--- src/rtl/tcf_pkg.sv ---
package tcf_pkg;

    localparam int STOP_W  = 17;
    localparam int OST_BIT = 15;
    localparam int WDT_BIT = 16;
    localparam int SRC_W   = 3;
    localparam int CODE_W  = 3;
    localparam int CFG_W   = SRC_W + CODE_W;

    typedef enum logic [1:0] {
        DV_STOPPED  = 2'd0,
        DV_ARMING   = 2'd1,
        DV_COUNTING = 2'd2
    } div_state_e;

    // Stop-status bit that gates channel ch.
    function automatic int stop_bit_of(input int ch, input int ntmr);
        if (ch < ntmr)       return ch;
        else if (ch == ntmr) return OST_BIT;
        else                 return WDT_BIT;
    endfunction

    // Mask of the status bits that belong to some channel.
    function automatic logic [STOP_W-1:0] stop_mask(input int ntmr);
        logic [STOP_W-1:0] m;
        m = '0;
        for (int c = 0; c < ntmr + 2; c++) m[stop_bit_of(c, ntmr)] = 1'b1;
        return m;
    endfunction

endpackage

--- src/rtl/tcf_regs.sv ---
module tcf_regs
    import tcf_pkg::*;
#(
    parameter int NUM_TMR = 8,
    parameter int CTRL_W  = 16,
    parameter int ADDR_W  = 5,
    parameter int ST_ADDR = 16,
    parameter int SET_ADDR = 17,
    parameter int CLR_ADDR = 18,
    localparam int NUM_CH = NUM_TMR + 2
) (
    input  logic                            clk,
    input  logic                            rst_n,
    input  logic                            wr_en,
    input  logic [ADDR_W-1:0]               wr_addr,
    input  logic [STOP_W-1:0]               wr_data,
    input  logic [ADDR_W-1:0]               rd_addr,
    output logic [STOP_W-1:0]               rd_data,
    output logic [NUM_CH-1:0]               ch_stopped,
    output logic [NUM_CH-1:0][CFG_W-1:0]    ch_cfg
);

    localparam logic [STOP_W-1:0] MAP_MASK = stop_mask(NUM_TMR);

    logic [STOP_W-1:0]             stop_q;
    logic [NUM_CH-1:0][CTRL_W-1:0] ctrl_q;
    logic                          wr_set, wr_clr;

    assign wr_set = wr_en && (wr_addr == ADDR_W'(SET_ADDR));
    assign wr_clr = wr_en && (wr_addr == ADDR_W'(CLR_ADDR));

    always_ff @(posedge clk) begin
        if (!rst_n) begin
            stop_q <= MAP_MASK;
        end else if (wr_set) begin
            stop_q <= stop_q | (wr_data & MAP_MASK);
        end else if (wr_clr) begin
            stop_q <= stop_q & ~(wr_data & MAP_MASK);
        end
    end

    // Stop status changes only through the set and clear ports
    p_stop_hold_r2: assert property (@(posedge clk) disable iff (!rst_n)
        !(wr_set || wr_clr) |=> $stable(stop_q));
    p_unmapped_zero_r4: assert property (@(posedge clk) disable iff (!rst_n)
        (stop_q & ~MAP_MASK) == '0);

    for (genvar c = 0; c < NUM_CH; c++) begin : g_ch
        localparam int SB = stop_bit_of(c, NUM_TMR);

        always_ff @(posedge clk) begin
            if (!rst_n) begin
                ctrl_q[c] <= '0;
            end else if (wr_en && (wr_addr == ADDR_W'(c)) && !stop_q[SB]) begin
                ctrl_q[c] <= wr_data[CTRL_W-1:0];
            end
        end

        assign ch_stopped[c] = stop_q[SB];
        assign ch_cfg[c]     = ctrl_q[c][CFG_W-1:0];

        // A stopped channel's control word cannot change
        p_ctrl_frozen_r5: assert property (@(posedge clk) disable iff (!rst_n)
            stop_q[SB] |=> $stable(ctrl_q[c]));
    end

    always_comb begin
        rd_data = '0;
        if (rd_addr == ADDR_W'(ST_ADDR)) begin
            rd_data = stop_q;
        end else begin
            for (int c = 0; c < NUM_CH; c++) begin
                if (rd_addr == ADDR_W'(c)) rd_data = STOP_W'(ctrl_q[c]);
            end
        end
    end

endmodule

--- src/rtl/tcf_div.sv ---
module tcf_div
    import tcf_pkg::*;
#(
    parameter int MAX_CODE = 5,
    localparam int CNT_W = 2 * MAX_CODE,
    localparam int SH_W  = $clog2(CNT_W + 1)
) (
    input  logic             clk,
    input  logic             rst_n,
    input  logic             stop_i,
    input  logic [CFG_W-1:0] cfg_i,
    input  logic [SRC_W-1:0] src_en_i,
    output logic             tick_o
);

    div_state_e        state_q, state_d;
    logic [CFG_W-1:0]  snap_q;
    logic [CNT_W-1:0]  cnt_q;
    logic [CNT_W-1:0]  last;
    logic [SH_W-1:0]   shift;
    logic [CODE_W-1:0] code;
    logic              same_cfg, src_ok, pulse, hit;

    assign code     = cfg_i[SRC_W +: CODE_W];
    assign shift    = (code > CODE_W'(MAX_CODE)) ? SH_W'(CNT_W) : SH_W'({code, 1'b0});
    assign last     = ~({CNT_W{1'b1}} << shift);
    assign same_cfg = (cfg_i == snap_q);
    assign src_ok   = $onehot(cfg_i[SRC_W-1:0]);
    assign pulse    = |(src_en_i & cfg_i[SRC_W-1:0]);
    assign hit      = (state_q == DV_COUNTING) && !stop_i && same_cfg && src_ok && pulse;

    // State register
    always_ff @(posedge clk) begin
        if (!rst_n) state_q <= DV_STOPPED;
        else        state_q <= state_d;
    end

    always_comb begin
        state_d = state_q;
        unique case (state_q)
            DV_STOPPED:  if (!stop_i) state_d = DV_ARMING;
            DV_ARMING:   state_d = stop_i ? DV_STOPPED : DV_COUNTING;
            DV_COUNTING: begin
                if (stop_i)         state_d = DV_STOPPED;
                else if (!same_cfg) state_d = DV_ARMING;
            end
            default:     state_d = DV_STOPPED;
        endcase
    end

    // Counter and snapshot
    always_ff @(posedge clk) begin
        if (!rst_n) begin
            cnt_q  <= '0;
            snap_q <= '0;
        end else begin
            unique case (state_q)
                DV_STOPPED: cnt_q <= '0;
                DV_ARMING: begin
                    cnt_q  <= '0;
                    snap_q <= cfg_i;
                end
                DV_COUNTING: begin
                    if (hit) cnt_q <= (cnt_q == last) ? '0 : cnt_q + 1'b1;
                end
                default: cnt_q <= '0;
            endcase
        end
    end

    // Outputs
    always_comb begin
        tick_o = hit && (cnt_q == last);
    end

    p_tick_running_r11: assert property (@(posedge clk) disable iff (!rst_n)
        tick_o |-> !stop_i);
    p_tick_pulse_r6: assert property (@(posedge clk) disable iff (!rst_n)
        tick_o |-> |(src_en_i & cfg_i[SRC_W-1:0]));
    p_bad_src_r7: assert property (@(posedge clk) disable iff (!rst_n)
        ($countones(cfg_i[SRC_W-1:0]) != 1) |-> !tick_o);
    p_cfg_change_r10: assert property (@(posedge clk) disable iff (!rst_n)
        !$stable(cfg_i) |-> !tick_o);
    p_stop_restart_r10: assert property (@(posedge clk) disable iff (!rst_n)
        $fell(stop_i) |-> !tick_o);

endmodule

--- src/rtl/tmr_clk_front.sv ---
module tmr_clk_front
    import tcf_pkg::*;
#(
    parameter int NUM_TMR  = 8,
    parameter int CTRL_W   = 16,
    parameter int ADDR_W   = 5,
    parameter int MAX_CODE = 5,
    localparam int NUM_CH  = NUM_TMR + 2
) (
    input  logic              clk,
    input  logic              rst_n,
    input  logic              wr_en,
    input  logic [ADDR_W-1:0] wr_addr,
    input  logic [STOP_W-1:0] wr_data,
    input  logic [ADDR_W-1:0] rd_addr,
    output logic [STOP_W-1:0] rd_data,
    input  logic              src_pclk_en,
    input  logic              src_rtc_en,
    input  logic              src_ext_en,
    output logic [NUM_CH-1:0] tick
);

    logic [NUM_CH-1:0]            ch_stopped;
    logic [NUM_CH-1:0][CFG_W-1:0] ch_cfg;
    logic [SRC_W-1:0]             src_en;

    assign src_en = {src_ext_en, src_rtc_en, src_pclk_en};

    tcf_regs #(
        .NUM_TMR (NUM_TMR),
        .CTRL_W  (CTRL_W),
        .ADDR_W  (ADDR_W)
    ) u_regs (
        .clk        (clk),
        .rst_n      (rst_n),
        .wr_en      (wr_en),
        .wr_addr    (wr_addr),
        .wr_data    (wr_data),
        .rd_addr    (rd_addr),
        .rd_data    (rd_data),
        .ch_stopped (ch_stopped),
        .ch_cfg     (ch_cfg)
    );

    for (genvar c = 0; c < NUM_CH; c++) begin : g_div
        tcf_div #(
            .MAX_CODE (MAX_CODE)
        ) u_div (
            .clk      (clk),
            .rst_n    (rst_n),
            .stop_i   (ch_stopped[c]),
            .cfg_i    (ch_cfg[c]),
            .src_en_i (src_en),
            .tick_o   (tick[c])
        );
    end

    // A stopped channel never ticks
    p_stopped_quiet_r1: assert property (@(posedge clk) disable iff (!rst_n)
        (tick & ch_stopped) == '0);

endmodule

--- config.mk ---
export PLATFORM = sky130hd
export DESIGN_NAME = tmr_clk_front
export DESIGN_NICKNAME = d
export VERILOG_FILES = /design/src/rtl/tcf_pkg.sv /design/src/rtl/tcf_regs.sv /design/src/rtl/tcf_div.sv /design/src/rtl/tmr_clk_front.sv
export SDC_FILE = /design/constraint.sdc
export NUM_CORES = 1
export LEC_CHECK = 0
export ABC_AREA = 1
export BUFFER_PORTS_ARGS = -buffer_cell sky130_fd_sc_hd__clkbuf_2
export CAP_MARGIN = 20
export CORE_UTILIZATION = 55
export DETAILED_ROUTE_END_ITERATION = 10
export PLACE_DENSITY = 0.69
export SYNTH_ARGS = -nofsm -noshare
export SYNTH_HDL_FRONTEND = slang
export SYNTH_SLANG_ARGS = --single-unit
--- constraint.sdc ---
create_clock -name clk -period 3.1 [get_ports clk]
set_clock_uncertainty 0.2 [all_clocks]
set_input_delay 0.155 -clock clk [delete_from_list [all_inputs] [get_ports clk]]
set_output_delay 0.155 -clock clk [all_outputs]
set_load 0.05 [all_outputs]
==> results of run 1 <==
## cell type report
cell class                      count  share of cell area
Sequential cell                   350               0.336
Tap cell                          448              0.0269
Timing Repair Buffer               99              0.0319
Multi-Input combinational cell   2002               0.476
Clock buffer                       55              0.0541
Inverter                          367              0.0660
Clock inverter                     14             0.00971
## repair_timing
| action | 4_1_cts | 5_1_grt |
|---|---|---|
| setup endpoints to repair | 0 | 5 |
| resized for setup | 0 | 11 |
| endpoints found under the hold margin | 114 | 0 |
| hold buffers | 18 | 0 |
| buffers inserted | 0 | 2 |
## kinds of logic after synthesis
group | after synthesis
and+or+nand+nor | 1279
AOI/OAI and AO/OA | 629
buffers and inverters | 472
DFF | 350
xor gates and xnor gates | 74
adders and majority gates | 20
## stage by stage
step	worst slack, ns	total power [W]	util	cells	area, um2
6_report	0.162	0.00969	0.621	3335	20900
5_1_grt	0.0115	0.00997	0.621	3335	20900
4_1_cts	0.0296	0.00977	0.620	3333	20800
3_5_place_dp	0.622	0.00493	0.575	3246	19300
3_3_place_gp	0.689	0.00492	0.575	3246	19300
2_1_floorplan	0.925	0.00481	-	2824	18800
## power breakdown
part / leakage (nW) / switching, W / total [W] / internal, W
logic: 5.01 / 0.000246 / 0.000333 / 0.0000862
registers: 2.82 / 0.0000105 / 0.00452 / 0.00451
clock network: 0.659 / 0.00188 / 0.00484 / 0.00296
## worst max path at each step
| stage | slack [ns] | startpoint | endpoint | cells past startpoint |
|---|---|---|---|---|
| after floorplan | 0.93 | u_regs.ch_cfg[36] | tick[6] | 10 |
| after global placement | 0.69 | u_regs.ch_cfg[31] | tick[5] | 10 |
| after detailed placement | 0.62 | u_regs.ch_cfg[36] | tick[6] | 10 |
| after CTS | 0.03 | u_regs.ch_cfg[36] | tick[6] | 10 |
| after global routing | 0.01 | u_regs.ch_cfg[49] | tick[8] | 9 |
| final | 0.16 | u_regs.ch_cfg[43] | tick[7] | 10 |
## worst register-to-register path, cell delays in order, from the launching register on
cell	delay, ns
dfxtp_1	0.49
inv_1	0.13
fa_1	0.54
inv_1	0.04
nand2_1	0.11
inv_1	0.05
nand2_1	0.09
inv_1	0.05
nand2_1	0.14
nor2_1	0.08
nor2_1	0.24
nand2_1	0.09
nor2_1	0.11
## layout by cell type, fill, tap and decap left out, types with 54 or more instances in the layout
| cell | instances |
|---|---|
| dfxtp_1 | 349 |
| nand2_1 | 599 |
| a21oi_1 | 310 |
| nand3_1 | 115 |
| inv_1 | 327 |
| o21ai_0 | 294 |
| nor2_1 | 314 |
| nand4_1 | 67 |
| nor3_1 | 60 |
| clkbuf_2 | 54 |
## state kept, by name (all words and copies together), names as in the netlist, named ones only
register	flops
g_div.u_div.state_q	20
g_div.u_div.cnt_q	100
u_regs.ch_cfg	60
u_regs.ctrl_q	100
g_div.u_div.snap_q	60
## layer usage
metal	vias up	GRT usage	wire length (um)
met5	-	0	0
met4	0	0.0908	1290
met3	87	0.0559	3780
met2	569	0.449	22400
met1	8235	0.400	23500
li1	9214	-	-
==> metrics list, run 1 <==
* Result of the run: completed
* Floorplan die height: 187 um
- Fraction of registers with async set or reset after synthesis: 0
- Number of I/O pins: 60
- Worst Reg-to-Reg Cells: 12
- Simple logic cell fraction of the synthesized area: 0.306
- Slew at the pin closest to its max-slew limit: 0.843 ns
- Core footprint: 0.0336 mm2
* Synthesized-area fraction occupied by ao, oa, aoi and oai cells: 0.169
* Starting density of the core: 0.559
* Share of the synthesized area in the top cell type: 0.373
- For this run, the leading register cell type out of synthesis is dfxtp_1.
- The worst setup path is captured at an output port.
- FILL cells: 3,189
- The repair_antennas step left the layout with diodes totalling 0.
* Buffer depth of the longest clock path: 3
* Tmin final: 2.94 ns
- For this run, the detailed router's first-pass iteration total came to 8.
- Critical-path cell with the highest stage delay: fa_1
- The Yosys step of the flow raised 0 warnings.
- Clock root buffer: clkbuf_16
* Die outline area: 0.0349 mm2
- Setup slack on the worst reg-to-reg path comes out at 0.66 ns.
* Clock transition at the register clock pins on the worst setup and hold paths after CTS: 0.06 ns
- Walking the worst path, the cells encountered are inv_1 -> fa_1 -> inv_1 -> nand2_1 -> inv_1 -> nand2_1 -> nor3_4 -> nand2_1 -> inv_1 -> clkbuf_2.
* Clock tree from TritonCTS: yes
* Global placer's final weighted congestion: 0.949
- Of the total synthesized cell area, the portion taken by XOR and XNOR cells is 0.0353.
- Startpoint of the lowest-slack register-to-register path: u_regs.ch_cfg[54]
* IO Port Bufs: 59
- Dividing the detail-routed wire length by the instance count gives 15.3 um.
- The largest total area in the synthesized netlist belongs to dfxtp_1.
- Overall die width: 187 um
- Number of nets with antenna violations after routing: 0
* Layout cell share with drive strength beyond 1: 0.0869
- The first routing iteration left 1,419 violations.
- Setup repair after global routing left no endpoint under its margin.
- Yosys mapped a number of flops with a built-in enable equal to 0.
- The cell family contributing the most delay on the critical path is buffers and inverters.
* Period utilisation layout: 0.948
- Number of levels the H-tree was split into: 2
* Required time of the worst setup path: 2.74 ns
- Registers take 0.00701 mm2.
- Total via count after detailed routing: 18,100
* Final setup violating endpoints: 0
- Yosys instantiated no cell more often than nand2_1.
- Of the total synthesized cell area, the portion taken by full adders, half adders and majority gates is 0.0173.
- Worst Path Arrival: 2.58 ns
- The worst hold path passes through 5 cells.
- The first global-routing pass estimated 82,300 um of wire.
- Power density relative to cell area: 465 mW/mm2
- Entering global routing, the biggest net connects 221 pins.
- Maximum clock frequency: 340 MHz
- Setup crit start kind: flip-flop
- After routing, the total negative slack on setup checks comes to 0 ns.
- Largest family of logic cells by synthesized area: simple AND/OR/NAND/NOR gates
- The average instance in the mapped netlist occupies 6.66 um2.
- Of the post-synthesis cell area, the part taken by muxes is 0.
- The total overflow left after global routing is 0.
* Remaining max-slew budget at the tightest pin: 0.438
* Cell types with the highest counts after synthesis: nand2_1 (600), dfxtp_1 (350), inv_1 (327), nor2_1 (314), a21oi_1 (310)
* Library cell appearing most often on the critical path: inv_1
- Flop and latch count out of synthesis: 350
- CP peak stage delay: 0.46 ns
* Maximum resistive drop on vdd: 0.000449 V
- After the last flow step, the layout net total stands at 2,913.
* Maxcap violations: 0
* Initial antenna violation count: 0
- Along the worst path, the maximum fanout reaches 6.
* Area grow syn2layout: 11.0%
- Number of cells produced by synthesis: 2,824
* GRT Total Usage: 0.287
- After floorplanning, the core was divided into 67 placement rows.
- The startpoint identified for the worst hold timing path is wr_addr[0].
- Summing every instance area after synthesis gives 0.0188 mm2.
* Cell types with the largest area share after synthesis: dfxtp_1 (37%), nand2_1 (12%), a21oi_1 (8.3%), o21ai_0 (7.8%), inv_1 (6.5%)
* Hold Slack: 0.146 ns
* Clk sink count: 350
- Worst skew pair latency: 0.55 ns
* Total Routed Length: 50,900 um
- Hpwl dp: 36,300 um
- Worst min path class: in -> reg
* Final number of hold-violating endpoints: 0
* Number of buffers inserted during clock tree synthesis: 40
- The share of the Yosys chip area taken by registers is 0.373.
* Critical register-to-register path endpoint: g_div[9].u_div.cnt_q[4]
- Vias in the first global route: 16,500
- The critical path in this run is classified as reg -> out.
- After detailed routing, the number of remaining DRC violations is 0.
- The analysis attributes to cell leakage a power of 8.49 nW.
- Vias per cell: 5.43
- The final-report max-slew violation count was 0.
- Total area of multi-input combinational cells: 0.00992 mm2
- Yosys cell types: 47
- The number of buffers and inverters on the critical path is 5.
* Synthesized net count: 2,877
Note: power is estimated with default switching activity, not from simulation.
==> run 2: changes to the inputs <==
CORE_UTILIZATION = 41   (was 55)
PLACE_DENSITY = 0.53   (was 0.69)
==> metrics list, run 2 (synthesis results as in run 1) <==
* Tmin final: 2.94 ns (+0.0000860 ns)
- The worst hold path belongs to the class in -> reg.
- The final hold slack was 0.147 ns (+0.00135 ns).
* Floorplan die height: 216 um (+16%)
- The post-detailed-route count of antenna-violating nets is 0 (unchanged).
* Die outline area: 0.0467 mm2 (+34%)
- In this run the worst setup path begins at u_regs.ch_cfg[49].
* Cell count after placement: 3,404 (+4.9%)
* Clock tree from TritonCTS: yes
- The die span in x came to 216 um (+16%).
- The number of buffers on the longest clock path came to 3 (unchanged).
- The cell sitting at the root of the clock tree is a clkbuf_16.
* Endpoint kind of the worst setup timing path: output port
* IO Port Bufs: 59 (unchanged)
- Period utilisation layout: 0.948 (about the same)
* Violation count after the first detailed-route iteration: 1,233 (-13%)
* Layout cell share with drive strength beyond 1: 0.0940 (+0.00703)
- The highest fanout seen on the critical path was 14 (+8).
- Setup crit start kind: flip-flop
* Number of buffers inserted during clock tree synthesis: 42 (+5.0%)
- The clock slew seen by the registers of the worst setup and hold paths was 0.06 ns (about the same).
* Number of inserted diodes: 0 (unchanged)
- Detailed-route wire length per cell: 15.7 um (+2.8%)
- The normalized max-slew margin came to 0.264 (-0.174).
* Largest net degree at the start of global routing: 128 (-42%)
- The final layout net count was 2,924 (+0.38%).
- Global-route congestion overflow total: 0 (unchanged)
* Rows: 78 (+16%)
* Maximum resistive drop on vdd: 0.000433 V (-3.6%)
- Number of levels the H-tree was split into: 2 (unchanged)
- Final Slew Violations: 0 (unchanged)
* Residual DRC: 0 (unchanged)
* Most frequent cells in the layout: nand2_1 (599), dfxtp_1 (344), inv_1 (326)
* Worst skew pair latency: 0.57 ns (+0.02 ns)
- Final setup violating endpoints: 0 (unchanged)
- The final routed wirelength across all metal layers was 55,000 um (+8.0%).
- Slew at the pin closest to its max-slew limit: 1.10 ns (+0.261 ns)
* Commonest non-fill, non-tap cell in the layout: nand2_1
* Core footprint: 0.0453 mm2 (+35%)
- The total number of clock tree sinks was 350 (unchanged).
* Startpoint of the lowest-slack register-to-register path: u_regs.ch_cfg[20]
* Drt first pass iters: 8 (unchanged)
* Source of the worst hold timing path: wr_addr[1]
- The area growth from synthesis to layout is 13.4%.
- The setup TNS was 0 ns (unchanged).
* GRT Total Usage: 0.232 (-0.0551)
- The total power divided by cell area came to 477 mW/mm2 (+2.7%).
- Vias per cell: 5.14 (-5.3%)
- Layout Cells excl Fill: 3,505 (+5.1%)
- Smallest setup slack after layout: 0.162 ns (-0.0000860 ns)
* Leading registers by flop count: g_div.u_div.cnt_q: 100 flops, u_regs.ctrl_q: 100 flops
* Result of the run: completed
- Initial antenna violation count: 0 (unchanged)
* Total via count after detailed routing: 18,000 (-0.49%)
- The maximum clock frequency came to 340 MHz (about the same).
* Worst Path Arrival: 2.58 ns (about the same)
* Hpwl dp: 39,700 um (+9.3%)
- Final number of hold-violating endpoints: 0 (unchanged)
* Maxcap violations: 0 (unchanged)
- The setup path with the least slack is of type reg -> out.
* Number of I/O pins: 60 (unchanged)
* First-pass GRT wire length: 87,800 um (+6.7%)
* Vias in the first global route: 16,400 (-0.50%)
- The worst setup slack before clock tree synthesis is 0.624 ns (+0.00270 ns).
* Leak pwr: 8.68 nW (+2.2%)
- Global placer's final weighted congestion: 0.896 (-5.6%)
* Required time of the worst setup path: 2.74 ns (about the same)
- Starting density of the core: 0.415 (-0.144)
[run 2: cell count changes in the layout (fill, tap and decap cells not counted), sizes merged]
cell      previous run  this run
clkbuf             113       121
clkinv              17        18
buf                 23        34
inv                359       356
clkinvlp             0         1
[run 2: final timing paths]
| check | endpoint | slack [ns] | depth (start not counted) |
|---|---|---|---|
| hold reg to reg | g_div[7].u_div.snap_q[0] | 0.27 | 2 |
| setup / recovery | tick[8] | 0.16 | 9 |
| hold / removal | flip-flop | 0.15 | 5 |
| setup reg to reg | g_div[3].u_div.cnt_q[4] | 0.78 | 12 |
[run 2: where the power goes]
group / internal [W] / leakage (nW) / switching, W
clock: 0.00330 / 0.736 / 0.00201
combinational: 0.0000866 / 5.12 / 0.000255
sequential: 0.00451 / 2.82 / 0.0000106
total: 0.00790 / 8.68 / 0.00227
[run 2: timing repair]
| item | 4_1_cts | 5_1_grt |
|---|---|---|
| hold endpoints to repair | 123 | 0 |
| resized for setup | 0 | 16 |
| buffers inserted | 0 | 5 |
| hold buffers | 18 | 0 |
| endpoints found under the setup margin | 0 | 7 |
[run 2: stage by stage]
stage / total power [W] / utilization / cell area [um2]
detailed placement: 0.00494 / 0.432 / 19600
finish: 0.0102 / 0.471 / 21300
global route: 0.0105 / 0.471 / 21300
CTS: 0.0103 / 0.469 / 21300
floorplan: 0.00481 / - / 18800
global placement: 0.00494 / 0.432 / 19600
[run 2: per-layer routing]
layer / routed length [um] / GRT usage / vias to the layer above
li1: - / - / 9226
met1: 26900 / 0.332 / 8309
met2: 24300 / 0.370 / 410
met3: 2610 / 0.0255 / 72
met4: 1140 / 0.0636 / 0
met5: 0 / 0 / -
[run 2: final cells by class]
cell class	count	area (um2)
inverters	367	1380
clock inverters	13	193
fillers	4714	24000
flip-flops and latches	350	7010
repair buffers	108	718
multi-input cells	2002	9960
clock buffers	65	1300
well taps	600	751
[run 2: worst max-delay path: stages, from the launching register on]
cell	delay (ns)
dfxtp_1	0.43
inv_1	0.11
fa_1	0.45
inv_1	0.07
nand3_1	0.13
nor3_4	0.17
buf_4	0.22
nand2_1	0.10
inv_1	0.07
clkbuf_2	0.27
